===== config.mk =====
export PLATFORM = sky130hd
export DESIGN_NAME = branch_resolve_unit
export DESIGN_NICKNAME = d
export VERILOG_FILES = /design/src/rtl/bru_pkg.sv /design/src/rtl/bru_sat_counter.sv /design/src/rtl/bru_ctrl.sv /design/src/rtl/bru_datapath.sv /design/src/rtl/branch_resolve_unit.sv
export SDC_FILE = /design/constraint.sdc
export NUM_CORES = 1
export LEC_CHECK = 0
export BUFFER_PORTS_ARGS = -buffer_cell sky130_fd_sc_hd__buf_2
export CAP_MARGIN = 40
export CELL_PAD_IN_SITES_DETAIL_PLACEMENT = 1
export CELL_PAD_IN_SITES_GLOBAL_PLACEMENT = 2
export CORE_MARGIN = 4
export CORE_UTILIZATION = 25
export DETAILED_ROUTE_END_ITERATION = 16
export PLACE_DENSITY_LB_ADDON = 0.1
export SLEW_MARGIN = 10
export SYNTH_ARGS = -nofsm -noshare
export SYNTH_HDL_FRONTEND = slang
export SYNTH_SLANG_ARGS = --single-unit

===== constraint.sdc =====
create_clock -name clk -period 3.9 [get_ports clk]
set_input_delay 0.585 -clock clk [delete_from_list [all_inputs] [get_ports clk]]
set_output_delay 0.585 -clock clk [all_outputs]
set_load 0.05 [all_outputs]

===== src/rtl/bru_pkg.sv =====
package bru_pkg;

  typedef struct packed {
    logic flush;
    logic updPred;
    logic updBtb;
    logic incTotal;
    logic incCorrect;
  } bruStrobes_t;

endpackage


===== src/rtl/bru_sat_counter.sv =====
module bru_sat_counter #(
  parameter int W = 32
) (
  input  logic         clk,
  input  logic         rstN,
  input  logic         inc,
  output logic [W-1:0] cnt
);
  localparam logic [W-1:0] MaxVal = {W{1'b1}};

  always_ff @(posedge clk) begin
    if (!rstN)                    cnt <= '0;
    else if (inc && cnt != MaxVal) cnt <= cnt + 1'b1;
  end

  // an all-ones counter holds its value
  a_r9_hold_at_max: assert property (@(posedge clk) disable iff (!rstN)
    (cnt == MaxVal) |=> (cnt == MaxVal));

  // one step at most per edge
  a_r6_single_step: assert property (@(posedge clk) disable iff (!rstN)
    $past(rstN) && (cnt != $past(cnt)) |-> (cnt == $past(cnt) + 1'b1));
endmodule


===== src/rtl/bru_ctrl.sv =====
module bru_ctrl
  import bru_pkg::*;
(
  input  logic        clk,
  input  logic        rstN,
  input  logic        brValid,
  input  logic        brTaken,
  input  logic        seqMatch,
  input  logic        tgtMatch,
  output bruStrobes_t strb
);
  logic pathMiss;

  always_comb begin
    pathMiss        = brTaken ? !tgtMatch : !seqMatch;
    strb.flush      = brValid && pathMiss;
    strb.updPred    = brValid;
    strb.updBtb     = brValid;
    strb.incTotal   = brValid;
    strb.incCorrect = brValid && !pathMiss;
  end

  // no flush without a valid branch
  a_r3_flush_needs_valid: assert property (@(posedge clk) disable iff (!rstN)
    strb.flush |-> brValid);

  // a flush and a correct-count increment are exclusive
  a_r7_flush_excludes_correct: assert property (@(posedge clk) disable iff (!rstN)
    !(strb.flush && strb.incCorrect));
endmodule


===== src/rtl/bru_datapath.sv =====
module bru_datapath
  import bru_pkg::*;
#(
  parameter int XLEN  = 32,
  parameter int CNT_W = 32
) (
  input  logic             clk,
  input  logic             rstN,
  input  logic             brTaken,
  input  logic [XLEN-1:0]  brPc,
  input  logic [XLEN-1:0]  brTarget,
  input  logic [XLEN-1:0]  predNextPc,
  input  bruStrobes_t      strb,
  output logic             seqMatch,
  output logic             tgtMatch,
  output logic [XLEN-1:0]  redirectPc,
  output logic [CNT_W-1:0] totalCount,
  output logic [CNT_W-1:0] correctCount
);
  localparam int NumCnt = 2;
  localparam logic [XLEN-1:0] InstBytes = XLEN'(4);

  logic [XLEN-1:0]  seqPc;
  logic [NumCnt-1:0] incVec;
  logic [CNT_W-1:0] cntVec [NumCnt];

  always_comb begin
    seqPc      = brPc + InstBytes;
    seqMatch   = (predNextPc == seqPc);
    tgtMatch   = (predNextPc == brTarget);
    redirectPc = brTaken ? brTarget : seqPc;
    incVec[0]  = strb.incTotal;
    incVec[1]  = strb.incCorrect;
  end

  for (genvar g = 0; g < NumCnt; g++) begin : gCnt
    bru_sat_counter #(.W(CNT_W)) cnt_i (
      .clk  (clk),
      .rstN (rstN),
      .inc  (incVec[g]),
      .cnt  (cntVec[g])
    );
  end

  assign totalCount   = cntVec[0];
  assign correctCount = cntVec[1];

  // correct count never exceeds total
  a_r7_correct_le_total: assert property (@(posedge clk) disable iff (!rstN)
    correctCount <= totalCount);

  // flush restarts at the resolved target when taken
  a_r4_redirect_taken: assert property (@(posedge clk) disable iff (!rstN)
    strb.flush && brTaken |-> redirectPc == brTarget);
endmodule


===== src/rtl/branch_resolve_unit.sv =====
module branch_resolve_unit
  import bru_pkg::*;
#(
  parameter int XLEN  = 32,
  parameter int CNT_W = 32
) (
  input  logic             clk,
  input  logic             rstN,
  input  logic             brValid,
  input  logic             brTaken,
  input  logic [XLEN-1:0]  brPc,
  input  logic [XLEN-1:0]  brTarget,
  input  logic [XLEN-1:0]  predNextPc,
  output logic             flush,
  output logic [XLEN-1:0]  redirectPc,
  output logic             phtUpdEn,
  output logic             btbUpdEn,
  output logic [CNT_W-1:0] totalCount,
  output logic [CNT_W-1:0] correctCount
);
  bruStrobes_t strb;
  logic seqMatch;
  logic tgtMatch;

  bru_ctrl ctrl_i (
    .clk      (clk),
    .rstN     (rstN),
    .brValid  (brValid),
    .brTaken  (brTaken),
    .seqMatch (seqMatch),
    .tgtMatch (tgtMatch),
    .strb     (strb)
  );

  bru_datapath #(.XLEN(XLEN), .CNT_W(CNT_W)) dp_i (
    .clk          (clk),
    .rstN         (rstN),
    .brTaken      (brTaken),
    .brPc         (brPc),
    .brTarget     (brTarget),
    .predNextPc   (predNextPc),
    .strb         (strb),
    .seqMatch     (seqMatch),
    .tgtMatch     (tgtMatch),
    .redirectPc   (redirectPc),
    .totalCount   (totalCount),
    .correctCount (correctCount)
  );

  assign flush    = strb.flush;
  assign phtUpdEn = strb.updPred;
  assign btbUpdEn = strb.updBtb;

  // taken branch with a wrong followed address flushes
  a_r2_taken_target_miss: assert property (@(posedge clk) disable iff (!rstN)
    brValid && brTaken && (predNextPc != brTarget) |-> flush);

  // update enables track every valid branch
  a_r5_update_enables: assert property (@(posedge clk) disable iff (!rstN)
    brValid |-> phtUpdEn && btbUpdEn);

  // total count moves after each valid branch
  a_r6_total_moves: assert property (@(posedge clk) disable iff (!rstN)
    brValid && (totalCount != {CNT_W{1'b1}}) |=> totalCount != $past(totalCount));
endmodule


======== After elaboration in Yosys (flattened, before gate mapping) ========
Cells that the tools add are included.
word-level totals
  register bits after elaboration ......... 64
  input port bits ......................... 100
  output and inout bits ................... 99
  word-level logic and storage cells ...... 18
operators by class
  $add $sub $neg .......................... 3
  equal/unequal tests ..................... 4
  multiplexer cells ....................... 2
  reductions and logical operators ........ 7
operators by type and width
  kind                                            count
  adder 32 x 1 -> 32 bit (second input constant)  2
  == test 32 bit                                  2
  != test 32 bit (second input constant)          2
  adder 32 x 3 -> 32 bit (second input constant)  1
  two-way mux 32 bit                              1
  logical AND 1 bit                               4
  zero test 1 bit                                 3
  two-way mux 1 bit                               1

======== Depth between registers and ports, before layout ========
  word-level depth ........................ 7
  gate-level depth with buffers ........... 14

======== Hierarchy ========
Synthesis repeated with hierarchy kept, for this count alone.
second synthesis, totals
  cell total of the unflattened synthesis .. 721
  area, all modules ....................... 5656.7 um2
by module, submodules not included
  module           instances  cells each  area each (um2)  sequential area each (um2)
  bru_sat_counter  2          200         1704.1           640.6
  bru_datapath     1          315         2203.4           0.0
  bru_ctrl         1          6           45.0             0.0

======== Worst setup path before layout ========
OpenSTA, ideal clock, no wires.
  kind .................................... input -> output
  start point ............................. input port brPc[2]
  end point ............................... output port flush
  arrival time ............................ 3.705 ns
  required time ........................... 3.315 ns
  slack ................................... -0.390 ns
  cell stages on the path ................. 13
  path buffers ............................ 4
  path through ............................ ha_1 clkbuf_1 nand2_1 or4_1 clkbuf_1 or4_1 xor2_1 o2111ai_1 nor4_1 a41oi_2 buf_6 clkbuf_1 and2_1
between the ends
  cells in the longest elaborated chain, start to end .. 5
RTL lines
  what                    RTL line                   text
  start: declaration      branch_resolve_unit.sv:11  input logic [XLEN-1:0] brPc,
  adder 32 x 3 -> 32 bit  bru_datapath.sv:28         seqPc = brPc + InstBytes;
  == test 32 bit          bru_datapath.sv:29         seqMatch = (predNextPc == seqPc);
  zero test 1 bit         bru_ctrl.sv:15             pathMiss = brTaken ? !tgtMatch : !seqMatch;
  two-way mux 1 bit       bru_ctrl.sv:15
  logical AND 1 bit       bru_ctrl.sv:16             strb.flush = brValid && pathMiss;
  end: declaration        branch_resolve_unit.sv:14  output logic flush,
Every way passes these cells.

======== Worst setup path in the final report ========
Ends and elaborated chain as after synthesis.

==> summary.txt <==
Synthesis
  – Post-synthesis sequential area ratio: 0.238
  – FFs w/ async S/R, synth: 0
  – Ys flop type: dfxtp_1
  – Cells after Synth: between 700 and 800
  – Yosys Warn Count: 0
  – Cell area after synthesis: 5390 µm²
  – Yosys cell types: between 50 and 60
  – Synth Register Bits: 64
  – Synth Net Count: between 800 and 900
  – Post-synth EDFFs: 0
  – Post-Syn Area per Cell: around 7.6 µm²

Cells and area
  – Most frequent cells in the layout: buf_2, xor2_1, nand2_1, dfxtp_1, buf_4
  – Biggest regs: dp_i.gCnt.cnt_i.cnt x64
  – Area delta synth->final: 36.8%
  – Biggest register: dp_i.gCnt.cnt_i.cnt
  – Nets: ~1,000
  – Max reg flops: 64
  – Share of layout cells above drive strength 1: 0.315
  – Commonest non-fill, non-tap cell in the layout: buf_2

Timing
  – Fmax: 0.265 GHz
  – Final setup fails: 0
  – Relative slew margins: 0.491
  – Tcrit/Tclk final: 0.967
  – Slew at the pin closest to its max-slew limit: 0.760 ns
  – Final Critical Period: around 3.8 ns
  – Final hold slack: 0.488 ns
  – Final Skew: between 0.006 and 0.007 ns
  – Slew Limit Fails: 0
  – Fin. Hold Viols: 0

Clock tree
  – Clk slew on worst S/H paths: 0.06 ns
  – Clock tree buffer depth: 2
  – H-Tree Depth: 3
  – # clock sinks: 64
  – TritonCTS clock tree: built
  – Cts bufs inserted: 9
  – Root buffer cell: clkbuf_16
  – Hold-fix buffers at CTS: 0
  – Worst skew pair latency: between 0.3 and 0.4 ns

Power
  – Gate power share: 0.245
  – Internal power: 1370 µW
  – Power per cell area: 271 nW/µm²
  – Worst vdd ir: 0.244 mV
  – Reg power frac: 0.330
  – Total power: 1990 µW
  – Clock network fraction of total power: 0.424
  – P_sw: roughly 620 µW
  – Leak: 0.00308 µW
  – Fraction of power spent switching nets: 0.311

Placement
  – Hpwl dp: 17,900 µm
  – # port buffers: roughly 200
  – Placer Congestion: roughly 0.84

Global route
  – Total gr overflow: 0
  – Initial antenna violation count: 0
  – M1 GR Usage: 0.211
  – Met3 global-route usage: 0.0333
  – Met2 usage: 0.320
  – Tot GR Track Use: 0.178
  – Global route hottest layer: met2
  – Pin count of the biggest net entering global routing: 54
  – Number of global-route vias before repair: 6,512
  – First-pass GRT wire length: 34,600 µm

Floorplanning
  – Io pins: 199
  – Initial core utilization: 0.255
  – Die Width: 155 µm
  – Core Area: between 20,000 and 25,000 µm²
  – Die ar.: around 24,000 µm²
  – Die H: 155 µm
  – # rows: 53

Critical path
  – Startpoint Class: input pin
  – Req. time, crit path: 3.31 ns
  – CP arrival: 3.19 ns
  – Critical path class: in2out
  – CP endpoint kind: output port
  – Critical path fanouts, max: 5

Routing
  – Vias per inst: about 5
  – DRT iter0 DRCs: roughly 220
  – Vias: 6,073
  – First drt pass iteration count: 4
  – Routed len/inst: 17.8 µm
  – Antenna Nets Post-Route: 0
  – DRC Markers: 0
  – Drt total wl: 21,800 µm

Run
  – # Max-Cap Violations: 0

Outcome
  – Outcome: finished, final reports clean

Min path
  – Hold/Removal Path Class: reg2reg
==> per-stage QoR <==
stage	setup TNS [ns]	setup WS [ns]	instances	utilization	instance area (µm²)
global route	-0.00853	-0.00853	1222	0.349	7370
CTS	0	0.00519	1221	0.348	7340
finish	0	0.130	1223	0.349	7370
floorplan	0	0.00762	713	-	5390
global placement	-2.04	-0.187	1205	0.332	7010
detailed placement	-4.02	-0.307	1205	0.332	7010
==> cells in the mapped netlist, types with 13 or more instances <==
cell type   n  share of area
a21oi_1    27          0.025
and3_1     24          0.028
clkbuf_1   32          0.022
dfxtp_1    64           0.24
mux2i_1    14          0.026
nand2_1    74          0.052
nand2b_1   17          0.020
nand3_1    48          0.045
nand4_1    30          0.035
nor2_1     53          0.037
nor3_1     18          0.017
nor4_1     17          0.020
o21ai_0    36          0.033
or3_1      13          0.015
or4_1      16          0.022
xnor2_1    38          0.062
xor2_1     78           0.13
==> routing by layer <==
| metal | wire (µm) | part of all wire |
|---|---|---|
| met1 | 9190 | 0.42 |
| met2 | 10900 | 0.50 |
| met3 | 1130 | 0.052 |
| met4 | 580 | 0.027 |
| met5 | 0 | 0 |
==> cell families after synthesis <==
kind of cell / Yosys count / synth area share
and+or+nand+nor: 351 / 0.351
xor gates and xnor gates: 119 / 0.202
AOI/OAI and AO/OA: 101 / 0.115
DFF: 64 / 0.238
buffers and inverters: 50 / 0.0388
muxes: 25 / 0.0490
adders and majority gates: 3 / 0.00697
==> final timing paths <==
kind | start | end | slack (ns) | cells past startpoint
setup / recovery | brPc[2] | flush | 0.13 | 12
hold / removal | dp_i.gCnt[1].cnt_i.cnt[15] | dp_i.gCnt[1].cnt_i.cnt[15] | 0.49 | 2
setup reg to reg | dp_i.gCnt[1].cnt_i.cnt[10] | dp_i.gCnt[1].cnt_i.cnt[9] | 1.12 | 9
hold reg to reg | dp_i.gCnt[1].cnt_i.cnt[15] | dp_i.gCnt[1].cnt_i.cnt[15] | 0.49 | 2
==> cell type report <==
class | instances | area [µm²]
Antenna cell | 1 | 2.50
Clock buffer | 12 | 267
Clock inverter | 4 | 51.3
Fill cell | 2656 | 13700
Inverter | 9 | 33.8
Multi-Input combinational cell | 599 | 3940
Sequential cell | 64 | 1280
Tap cell | 275 | 344
Timing Repair Buffer | 259 | 1460
==> repair_timing <==
item	in CTS	in global routing
setup endpoints to repair	1	1
pin swaps	0	3
gates resized for setup	3	7
setup buffers	0	1
cloned	0	0
==> power by group through the flow <==
stage | clock network [µW] | registers [µW] | logic, µW
after floorplan | 0 | 680 | 279
after detailed placement | 0 | 673 | 489
after CTS | 873 | 659 | 493
final | 846 | 659 | 489
after global routing | 906 | 658 | 530
after global placement | 0 | 673 | 485
==> worst max-delay path: stages <==
cell and delay, ns:
buf_2 0.10, ha_1 0.19, nand2_1 0.09, or4_4 0.53
or4_4 0.44, xor2_1 0.22, o2111ai_1 0.13, nor4_1 0.20
buf_4 0.17, a41oi_4 0.16, and2_4 0.21, buf_6 0.14
Power figures use the tool's default switching activity.
